### src/rtl/svf_mixer.sv
module svf_mixer #(
  parameter int VW        = 20,
  parameter int W0W       = 17,
  parameter int SW        = 32,
  parameter int VSH       = 7,
  parameter int DC_OFFSET = -454
) (
  input  logic                 clk,
  input  logic                 rst_n,
  input  logic                 wr_en,
  input  logic [1:0]           wr_sel,
  input  logic [7:0]           wr_data,
  input  logic signed [VW-1:0] voice1,
  input  logic signed [VW-1:0] voice2,
  input  logic signed [VW-1:0] voice3,
  input  logic [W0W-1:0]       w0_in,
  input  logic [W0W-1:0]       w0_limit,
  output logic [10:0]          cutoff_o,
  output logic signed [SW-1:0] audio_o
);
  localparam int K_SH  = 6;
  localparam int BP_SH = 14;
  localparam int Q_SH  = 10;
  localparam int PW    = 2 * SW;
  localparam logic signed [SW-1:0] DC_S = SW'(DC_OFFSET);

  logic [10:0] cut_q;
  logic [3:0]  res_q;
  logic [2:0]  route_q;
  logic        mute3_q, hp_en, bp_en, lp_en;
  logic [3:0]  vol_q;

  logic signed [SW-1:0] vhp, vbp, vlp, vnf;

  logic signed [SW-1:0] x1, x2, x3, s1, s2, s3, s3m, vi, vnf_n;
  assign x1 = voice1;
  assign x2 = voice2;
  assign x3 = voice3;
  assign s1 = x1 >>> VSH;
  assign s2 = x2 >>> VSH;
  assign s3 = x3 >>> VSH;
  assign s3m = (mute3_q && !route_q[2]) ? '0 : s3;

  assign vi    = (route_q[0] ? s1 : '0) + (route_q[1] ? s2 : '0) + (route_q[2] ? s3m : '0);
  assign vnf_n = (route_q[0] ? '0 : s1) + (route_q[1] ? '0 : s2) + (route_q[2] ? '0 : s3m);

  logic [W0W-1:0] w0_eff, kcoef;
  assign w0_eff = (w0_in > w0_limit) ? w0_limit : w0_in;
  assign kcoef  = w0_eff >> K_SH;

  logic [11:0] invq;
  always_comb begin
    case (res_q)
      4'd0:    invq = 12'd1448;
      4'd1:    invq = 12'd1324;
      4'd2:    invq = 12'd1219;
      4'd3:    invq = 12'd1129;
      4'd4:    invq = 12'd1052;
      4'd5:    invq = 12'd984;
      4'd6:    invq = 12'd925;
      4'd7:    invq = 12'd872;
      4'd8:    invq = 12'd826;
      4'd9:    invq = 12'd783;
      4'd10:   invq = 12'd745;
      4'd11:   invq = 12'd711;
      4'd12:   invq = 12'd679;
      4'd13:   invq = 12'd651;
      4'd14:   invq = 12'd624;
      default: invq = 12'd600;
    endcase
  end

  logic signed [PW-1:0] k_w, hp_w, bp_w, nbp_w, q_w;
  logic signed [SW-1:0] nbp, nlp, nhp;
  assign k_w   = {{(PW-W0W){1'b0}}, kcoef};
  assign q_w   = {{(PW-12){1'b0}}, invq};
  assign hp_w  = vhp;
  assign bp_w  = vbp;
  assign nbp   = vbp - SW'((k_w * hp_w) >>> BP_SH);
  assign nlp   = vlp - SW'((k_w * bp_w) >>> BP_SH);
  assign nbp_w = nbp;
  assign nhp   = SW'((nbp_w * q_w) >>> Q_SH) - nlp - vi;

  always_ff @(posedge clk or negedge rst_n) begin
    if (!rst_n) begin
      cut_q   <= '0;
      res_q   <= '0;
      route_q <= '0;
      mute3_q <= 1'b0;
      hp_en   <= 1'b0;
      bp_en   <= 1'b0;
      lp_en   <= 1'b0;
      vol_q   <= '0;
      vhp     <= '0;
      vbp     <= '0;
      vlp     <= '0;
      vnf     <= '0;
    end else begin
      if (wr_en) begin
        case (wr_sel)
          2'd0: cut_q[2:0]  <= wr_data[2:0];
          2'd1: cut_q[10:3] <= wr_data;
          2'd2: begin
            res_q   <= wr_data[7:4];
            route_q <= wr_data[2:0];
          end
          default: begin
            mute3_q <= wr_data[7];
            hp_en   <= wr_data[6];
            bp_en   <= wr_data[5];
            lp_en   <= wr_data[4];
            vol_q   <= wr_data[3:0];
          end
        endcase
      end
      vbp <= nbp;
      vlp <= nlp;
      vhp <= nhp;
      vnf <= vnf_n;
    end
  end

  logic signed [SW-1:0] tap_sum, mix, vol_s;
  assign tap_sum  = (hp_en ? vhp : '0) + (bp_en ? vbp : '0) + (lp_en ? vlp : '0);
  assign mix      = vnf + tap_sum + DC_S;
  assign vol_s    = {{(SW-4){1'b0}}, vol_q};
  assign audio_o  = mix * vol_s;
  assign cutoff_o = cut_q;

  p_cut_lo_r1: assert property (@(posedge clk) disable iff (!rst_n)
    (wr_en && wr_sel == 2'd0) |=> cutoff_o[2:0] == $past(wr_data[2:0]));
  p_cut_hi_r1: assert property (@(posedge clk) disable iff (!rst_n)
    (wr_en && wr_sel == 2'd1) |=> cutoff_o[10:3] == $past(wr_data));
  p_route_r3: assert property (@(posedge clk) disable iff (!rst_n)
    (wr_en && wr_sel == 2'd2) |=> route_q == $past(wr_data[2:0]));
  p_hold_r5: assert property (@(posedge clk) disable iff (!rst_n)
    (kcoef == '0) |=> ($stable(vbp) && $stable(vlp)));
  p_ceiling_r7: assert property (@(posedge clk) disable iff (!rst_n)
    kcoef <= (w0_limit >> K_SH));
  p_silent_r8: assert property (@(posedge clk) disable iff (!rst_n)
    (vol_q == 4'd0) |-> (audio_o == '0));
endmodule

### config.mk
export PLATFORM = sky130hd
export DESIGN_NAME = svf_mixer
export DESIGN_NICKNAME = d
export VERILOG_FILES = /design/src/rtl/svf_mixer.sv
export SDC_FILE = /design/constraint.sdc
export NUM_CORES = 2
export LEC_CHECK = 0
export BUFFER_PORTS_ARGS = -buffer_cell sky130_fd_sc_hd__buf_2
export CORE_AREA = 2 2 338 340
export DETAILED_ROUTE_END_ITERATION = 8
export DIE_AREA = 0 0 340 342
export PLACE_DENSITY = 0.68
export RECOVER_POWER = 100
export SLEW_MARGIN = 20
export SYNTH_ARGS = -nofsm -noshare
export SYNTH_HDL_FRONTEND = slang
export SYNTH_SLANG_ARGS = --single-unit
### constraint.sdc
create_clock -name clk -period 13.8 [get_ports clk]
set_clock_uncertainty 0.15 [all_clocks]
set_input_delay 2.07 -clock clk [delete_from_list [all_inputs] [get_ports clk]]
set_output_delay 2.07 -clock clk [all_outputs]
set_load 0.1 [all_outputs]
==> summary.md <==
| Metric | Value |
|---|---|
| Run status | finished with violations |
| Violated checks | max-capacitance violations, max-slew violations, negative setup slack |
| Post-route clock period utilization | 128.7% |
| Synth warn | 0 |
| Drt via density | 5.187 |
| Origin of the critical flop-to-flop path | vhp[4]$_DFF_PN0_ |
| Worst hold path startpoint | bp_en$_DFFE_PN0P_ |
| Antenna violations before repair | 9 |
| Ranking of synthesized cells by instance count | inv_1, fa_1, nand2_1, ha_1, and2_1 |
| Max-Cap Viols | 3 |
| Area of the placeable core | 113100 µm² |
| Cell Rows | 124 |
| Effective utilization at floorplan | 49.32% |
| Pin count of the biggest net entering global routing | 89 |
| Aggregate routed wire length | 162500 µm |
| Worst R2R Setup Slack | -1.14 ns |
| Peak per-stage delay on the critical path | 0.56 ns |
| Routed length per instance | 18.46 µm |
| Nets in the synthesized netlist | 8158 |
| Multi-input gate area | 46950 µm² |
| Total non-filler cell area in the finished layout | 67390 µm² |
| Max-slew headroom at the worst pin | -260.9% |
| CTS HTree Levels | 4 |
| Fraction of layout cells with a size suffix above 1 | 18.99% |
| Avg Inst Size Synth | 8.713 µm² |
| Hold Path End | bp_en$_DFFE_PN0P_ |
| CP Buf/Inv Count | 11 |
| Hold bufs inserted after CTS | 0 |
| Biggest fanout along the worst timing path | 8 |
| Data required, critical path | 14.04 ns |
| Via count | 45680 |
| Yosys top cell by area | fa_1 |
| Most used DFF post-synth | dfrtp_1 |
| Total global routing track utilization | 28.70% |
| Initial detailed-routing violation count | 2863 |
| Async set-or-reset flop fraction in the synthesized netlist | 100.0% |
| Classification of the worst setup path | input pin to flop |
| Final weighted congestion of routability-driven global placement | 1.013 |
| Die Height | 342 µm |
| Port Buffers | 128 |
| Hold WC Path Type | flop to flop |
| Data arrival time at the worst-slack endpoint | 18.01 ns |
| Post-synth EDFFs | 0 |
| Critical Path Slowest Stage Cell | fa_1 |
| Worst-case hold slack | 0.3624 ns |
| Floorplan die area | 116300 µm² |
| Part of the Yosys area used for sequential elements | 6.908% |
| Setup repair after global routing missed its margin | yes |
| Area added between synthesis and finish | 20.81% |
| Remaining routing DRC violations | 0 |
| Synthesized area | 55780 µm² |
| Worst setup slack before clock tree synthesis | -4.395 ns |
| CTS clock-pin slew for the worst setup and hold paths | 0.08 ns |
| Distinct cell type count after synthesis | 77 |
| Hold Crit Depth | 1 |
| Final critical delay including setup and external delays | 17.77 ns |
| Sum of overflow across all layers after global routing | 0 |
| Setup violation total in the final timing report | 32 |
| Final number of hold-violating endpoints | 0 |
| CP Launch Type | input pin |
| Dominant cell by count in the synthesized netlist | inv_1 |
| Family with the most delay on the worst path | adder cells |
| Layout fillers | 9756 |
| Endpoint of the worst-slack reg-to-reg timing path | vhp[30]$_DFF_PN0_ |
| Vias in the first global route | 48390 |
| Transition time of the tightest slew-check pin | 5.414 ns |
| Cell with the most instances on the worst path | fa_1 |
| Reg2reg path depth | 68 |
| Number of clock sinks | 154 |
| Crit path capture type | flop |
| Overall die width | 340 µm |
| Share of Yosys cell area claimed by the top area cell type | 40.62% |
| Post-synthesis register bit count | 154 |
| Sequential Area | 3854 µm² |
| Placed wire-length estimate after detailed placement | 138000 µm |
| Main area contributors after synthesis | fa_1, ha_1, inv_1 |
| Net count reported at finish | 9032 |
| Clock Tree Root | clkbuf_16 |
| Global-route wire length before repair | 261900 µm |
| Crit. Startpoint | w0_in[10] |
| Buffer depth of the longest clock path | 2 |
| Clock latency reported for the late side of the worst-skew pair | 0.48 ns |
| Number of cells produced by synthesis | 6402 |
| Residual antenna-violating net count after detailed routing | 0 |
| CTS tree | built |
| Final core utilization | 59.59% |
| Placed cell area | 65120 µm² |
| Clock buffer count from CTS | 17 |
| Maximum clock frequency | 56.29 MHz |
| Drt pass-1 iters | 7 |
| Number of top-level pins | 150 |
| Number of pins with negative max-slew slack in the final report | 190 |
| Worst-case setup margin in the final layout | -3.966 ns |
## cell usage in the layout (no fill, tap or decap), types with 15 or more instances in the layout
master	count
inv_1	1538
fa_1	1119
buf_4	873
nand2_1	827
ha_1	481
and2_1	345
nor2_1	211
nor2b_1	178
a21oi_1	160
dfrtp_1	154
xnor2_1	152
a21o_1	119
buf_2	94
o21ai_0	87
xor2_1	71
nand2b_1	68
clkbuf_1	38
nand3_1	33
o21bai_1	33
buf_6	33
a21oi_2	32
ha_4	30
buf_12	30
o21a_1	29
xnor2_2	28
mux2_2	26
nor3_1	25
nand4_1	21
and3_1	18
clkbuf_16	17
a211oi_1	16
or3_1	15
a31oi_1	15
## per-stage QoR
step,std cells,TNS (ns)
floorplan,6402,-75.77
global placement,8707,-109.19
detailed placement,8707,-114.16
CTS,8781,-86.70
global route,8803,-110.64
finish,8806,-93.93
## what timing repair did
action | CTS | global route
gates resized for setup | 144 | 90
endpoints found under the setup margin | 32 | 32
pin swaps | 156 | 99
buffers inserted | 49 | 22
## layer usage
layer | global-route usage (%) | vias up | part of all wire [%]
met5 | 0 | - | 0
met4 | 13.03 | 0 | 5.5
met3 | 2.119 | 324 | 5.0
met2 | 48.72 | 1197 | 48
met1 | 37.75 | 23210 | 41
li1 | - | 20950 | -
## final cells by class
cell class | instances | share of cell area, %
multi-input combinational | 4467 | 69.67
clock buffer | 17 | 0.6312
antenna | 5 | 0.01857
inverter | 1567 | 8.765
clock inverter | 15 | 0.2952
sequential | 154 | 5.718
timing repair buffer | 1069 | 12.10
tap | 1512 | 2.807
## state kept, by name, indices dropped and copies added, names as in the netlist
signal / count
hp_en: 1
bp_en: 1
lp_en: 1
mute3_q: 1
route_q: 3
vol_q: 4
vhp: 32
cutoff_o: 11
vlp: 32
vnf: 32
vbp: 32
res_q: 4
## how the worst max path moves through the flow
| stage | endpoint | slack (ns) | cells past startpoint |
|---|---|---|---|
| floorplan | vhp[31]$_DFF_PN0_ | -3.42 | 74 |
| global placement | vhp[31]$_DFF_PN0_ | -4.21 | 69 |
| detailed placement | vhp[31]$_DFF_PN0_ | -4.39 | 69 |
| CTS | vhp[31]$_DFF_PN0_ | -3.54 | 74 |
| global route | vhp[30]$_DFF_PN0_ | -4.44 | 73 |
| finish | vhp[30]$_DFF_PN0_ | -3.97 | 72 |
## cells by family after synthesis
logic type	count (synthesis)	share of synthesized area (%)
AND/OR/NAND/NOR	1840	15.79
buffers and inverters	1781	11.98
adder cells (fa/ha/maj)	1649	52.22
AO/OA/AOI/OAI	670	7.998
XOR/XNOR	266	4.266
flip-flops	154	6.908
multiplexers	42	0.8321
Power is not shown: default switching activity piles up to over one toggle a cycle in this logic, so the estimate is an artifact.
